--- src/rtl/offset_loader.sv ---
module offset_loader #(
  parameter int DIN_W   = 18,
  parameter int OFS_W   = 12,
  parameter int OFS_RST = 31
) (
  input  logic             wclk,
  input  logic             rst_n,
  input  logic             load_n,
  input  logic             wr_en_n,
  input  logic [DIN_W-1:0] din,
  output logic [OFS_W-1:0] empty_ofs,
  output logic [OFS_W-1:0] full_ofs,
  output logic             data_wr,
  output logic             wr_inhibit
);
  localparam logic [OFS_W-1:0] RST_VAL = OFS_W'(OFS_RST);

  logic             sel_full;
  logic             load_edge;
  logic [OFS_W-1:0] ofs_in;
  logic             unused_hi;

  assign load_edge  = !load_n && !wr_en_n;
  assign ofs_in     = din[OFS_W-1:0];
  assign unused_hi  = ^din[DIN_W-1:OFS_W];
  assign data_wr    = load_n && !wr_en_n;
  assign wr_inhibit = !load_n;

  always_ff @(posedge wclk or negedge rst_n) begin
    if (!rst_n) begin
      empty_ofs <= RST_VAL;
      full_ofs  <= RST_VAL;
      sel_full  <= 1'b0;
    end else if (load_edge) begin
      if (sel_full) full_ofs  <= ofs_in;
      else          empty_ofs <= ofs_in;
      sel_full <= !sel_full;
    end
  end


  empty_load_chk: assert property (@(posedge wclk) disable iff (!rst_n)
    (load_edge && !sel_full) |=> (empty_ofs == $past(ofs_in)) && $stable(full_ofs));


  full_load_chk: assert property (@(posedge wclk) disable iff (!rst_n)
    (load_edge && sel_full) |=> (full_ofs == $past(ofs_in)) && $stable(empty_ofs));


  ptr_wrap_chk: assert property (@(posedge wclk) disable iff (!rst_n)
    load_edge |=> (sel_full != $past(sel_full)));


  stall_hold_chk: assert property (@(posedge wclk) disable iff (!rst_n)
    (!load_n && wr_en_n) |=> $stable(sel_full) && $stable(empty_ofs) && $stable(full_ofs));


  idle_hold_chk: assert property (@(posedge wclk) disable iff (!rst_n)
    load_n |=> $stable(sel_full) && $stable(empty_ofs) && $stable(full_ofs));


  no_write_in_load_chk: assert property (@(posedge wclk) disable iff (!rst_n)
    wr_inhibit |-> !data_wr);
endmodule

--- config.mk ---
export PLATFORM = sky130hd
export DESIGN_NAME = offset_loader
export DESIGN_NICKNAME = d
export VERILOG_FILES = /design/src/rtl/offset_loader.sv
export SDC_FILE = /design/constraint.sdc
export NUM_CORES = 1
export LEC_CHECK = 0
export ABC_AREA = 1
export BUFFER_PORTS_ARGS = -buffer_cell sky130_fd_sc_hd__buf_2
export CAP_MARGIN = 20
export CELL_PAD_IN_SITES_DETAIL_PLACEMENT = 1
export CELL_PAD_IN_SITES_GLOBAL_PLACEMENT = 1
export CORE_MARGIN = 1.5
export CORE_UTILIZATION = 32
export DETAILED_ROUTE_END_ITERATION = 10
export PLACE_DENSITY = 0.75
export SYNTH_ARGS = -nofsm -noshare
export SYNTH_HDL_FRONTEND = slang
export SYNTH_SLANG_ARGS = --single-unit
--- constraint.sdc ---
create_clock -name wclk -period 1.1 [get_ports wclk]
set_input_delay 0.165 -clock wclk [delete_from_list [all_inputs] [get_ports wclk]]
set_output_delay 0.165 -clock wclk [all_outputs]
set_load 0.03 [all_outputs]
# [After elaboration in Yosys (flattened, before gate mapping)]
# Cells that the tools add are included.
[op_classes] n_div=0 n_eq_ne=0 mux=0 n_addsub=0 bitwise=1 mul=0 n_lt_le_gt_ge=0 n_shift=0 n_reduce_logical=7
[op_table] cell="2-bit AND reduction" n=2
[op_table] cell="1-bit logical NOT" n=3
[op_table] cell="1-bit logical AND" n=2
[op_table] cell="1-bit inverter" n=1
[word_totals] ramBits=0 ff_bits=25 memories=0 latch_bits=0 mem_bits_ro=0 input_bits=22

# [Longest topological paths before layout]
[depth] ltp_word=3 depth_mapped=5 mapped_depth_nobuf=4

# [Worst setup path after synthesis]
# Ideal clock, no wire load.
[synth_path] kind="register -> register" startpoint="register sel_full" endpoint="register empty_ofs[10]" n_path_buf=1 setup_slack_ns=0.130 setup_ns=0.118 required_ns=0.982 synth_period_minus_slack_ns=0.970 stages_incl_launch_ff=6 arrival_time_ns=0.852 path_cell_list="dfrtp_1 -> inv_1 -> nand2_1 -> buf_4 -> nand2_1 -> nand2_1"
[synth_between] elab_chain_cells=2
[synth_lines] element="start, declared" line="18" rtl="logic sel_full;"
[synth_lines] element="start signal, assigned" line="37" rtl="sel_full <= !sel_full;"
[synth_lines] element="1-bit inverter (no source line)"
[synth_lines] element="2-bit AND reduction (no source line)"
[synth_lines] element="end signal, assigned" line="36" rtl="else empty_ofs <= ofs_in;"
[synth_lines] element="end, declared" line="11" rtl="output logic [OFS_W-1:0] empty_ofs,"
# Every way passes these cells.
# A chain may end at the register's enable or synchronous reset.

# [Worst setup path in the final report]
[layout_path] startpoint="register empty_ofs[0]" endpoint="output empty_ofs[0]"
# No word-level cell between the ends.

==> metrics.yaml <==
grt_pass1_wl_um: 4260
rows: 20
min_path_type: "input pin to register"
synth_cells: 111
initial_core_util_pct: 33.3
grt_pass1_vias: 940
diodes: 0
synth_fp_nets: 133
endpoint_kind: "output port"
wl_per_cell_um: 12.9
area_delta_synth_final_pct: 48.2
synthTopCellsByArea: "dfrtp_1, dfstp_2, nand2_1"
synth.mux.area_fraction_pct: 0
clock-sinks: 25
p_int_mw: 2.07
switchingPower_mw: 1.38
seq_power_share_pct: 41.7
ant_nets: 0
synth_top_family_by_area: "simple AND/OR/NAND/NOR gates"
grt_max_degree: 26
antenna_found_initial: 0
finalCritPeriodShare_pct: 107
core_um2: 3030
clk_path_buf_depth: 2
period_minus_slack_ns: 1.18
ios: 48
power_density_nw_per_um2: 2300
mostFrequentLayoutCells: "nand2_1, nand3_1, buf_2"
grt.total_usage_pct: 16.5
root_buffer: "clkbuf_4"
die_area_um2: 3500
syn_area_per_cell_um2: 9.10
p_comb_share_pct: 46.2
numPortBuffers: 41
switching_share_pct: 40.1
max_stage_delay_ns: 0.57
layout.nets: 187
violations: "negative setup slack"
layout_commonest_cell: "nand2_1"
drc: 0
synth_compound_area_share_pct: 0.496
wl_um: 2680
place_area_um2: 1290
synthSimpleGateAreaFrac_pct: 32.3
synth.yosys.warnings: 0
finalWorstSetupSlack_ns: -0.0755
seq_area_frac_synth_pct: 63.2
tns_ns: -0.708
crit_arrival_ns: 1.01
synth_top_area_share_pct: 37.2
cts_tree: "done"
cap_violations: 0
slew_headroom_pct: 63.4
syn_area_um2: 1010
drtPass1Iterations: 4
worst_pin_slew_ns: 0.548
synth_fa_ha_area_share_pct: 0
clock_latency_ns: 0.32
die_h_um: 59.2
slew_viol_final: 0
clkSlewWorstSetupHoldPaths_ns: 0.13
finClkSkew_ns: 0.00105
criticalPathCategory: "register to output port"
dr_total_vias: 946
grt_overflow: 0
grt_setup_unrepaired: "true"
crit_family: "flip-flops"
cp_data_required_time_ns: 0.94
fmax_ghz: 0.851
netlist-cell-type-count: 10
place_congestion: 0.728
drtIter0Drc: 30
power.leakage_nw: 0.803
htreeDepth: 1
worst_path_max_delay_cell: "dfstp_2"
cts_buffers: 3
dpl.hpwl_um: 1880
synth-seq-cells: 25
viasPerCell: 4.55
total_power_mw: 3.45
ir_drop_mv: 0.706
cp.buffers_inverters: 1
die_x_um: 59.2
synth_top_area_cell: "dfrtp_1"
drive_gt1_share_pct: 42.7
synth_xor_area_share_pct: 0
critPathLaunchType: "register"
hold_violations: 0
p_clk_share_pct: 12.0
hold_slack_ns: 0.0602
setup_viol: 10
cp_max_fo: 2
status: "finished, violations left"
stdcell_area_um2: 1500
worstPathCellList: "buf_6"
==> power groups by stage <==
stage / registers [mW] / clock network [mW] / logic [mW]
floorplan: 1.95 / 0 / 0.294
global placement: 1.40 / 0 / 1.23
detailed placement: 1.41 / 0 / 1.26
CTS: 1.42 / 0.431 / 1.39
global route: 1.48 / 0.467 / 1.72
finish: 1.44 / 0.415 / 1.60
==> per-stage QoR <==
step / util (%) / std cells / setup WS, ns
3_5_place_dp: 42.6 / 197 / 0.0626
5_1_grt: 49.4 / 208 / -0.121
2_1_floorplan: - / 111 / 0.130
4_1_cts: 45.9 / 202 / -0.0936
6_report: 49.4 / 208 / -0.0755
3_3_place_gp: 42.6 / 197 / 0.0863
==> timing repair <==
| item | 4_1_cts | 5_1_grt |
|---|---|---|
| gates cloned | 0 | 0 |
| pin swaps | 0 | 0 |
| buffers inserted | 0 | 6 |
| hold buffers | 1 | 0 |
| gates resized for setup | 20 | 31 |
| endpoints found under the hold margin | 15 | 0 |
| setup endpoints to repair | 10 | 39 |
==> synth_stat cells <==
master   instances
o21ai_0          1
nor2_4           1
dfrtp_1         15
buf_2            5
nand3_1         24
buf_4            1
nor2_1           1
nand2_1         51
inv_1            2
dfstp_2         10
==> state kept, by name (all words and copies together), names as in the netlist <==
name / count
empty_ofs: 12
full_ofs: 12
sel_full: 1
==> kinds of logic after synthesis <==
logic type | Yosys count
buf+inv | 8
flops | 25
simple gates | 77
compound gates | 1
==> final cells by class <==
type	count	area, um^2
Inverter	2	7.51
Clock buffer	4	26.3
Tap cell	44	55.1
Timing Repair Buffer	55	434
Fill cell	357	1530
Multi-Input combinational cell	78	334
Sequential cell	25	639
==> path summary, 6_finish.rpt <==
check | end | cells after the start | startpoint | slack, ns
worst max-delay path | empty_ofs[0] | 1 | empty_ofs[0] | -0.08
worst min-delay path | empty_ofs[0] | 3 | din[0] | 0.06
worst max register to register | empty_ofs[8] | 5 | sel_full | 0.09
worst min register to register | empty_ofs[2] | 2 | empty_ofs[2] | 0.48
max in group asynchronous | sel_full | 2 | rst_n | 0.37
min in group asynchronous | empty_ofs[11] | 2 | rst_n | 0.35
==> routing by layer <==
metal,GRT usage (%),share of wire (%),vias to the layer above
met1,18.3,41,460
met4,7.79,1.8,0
met2,30.6,54,19
li1,-,-,462
met5,0,0,-
met3,2.40,3.0,5
(Power assumes the default switching activity.)
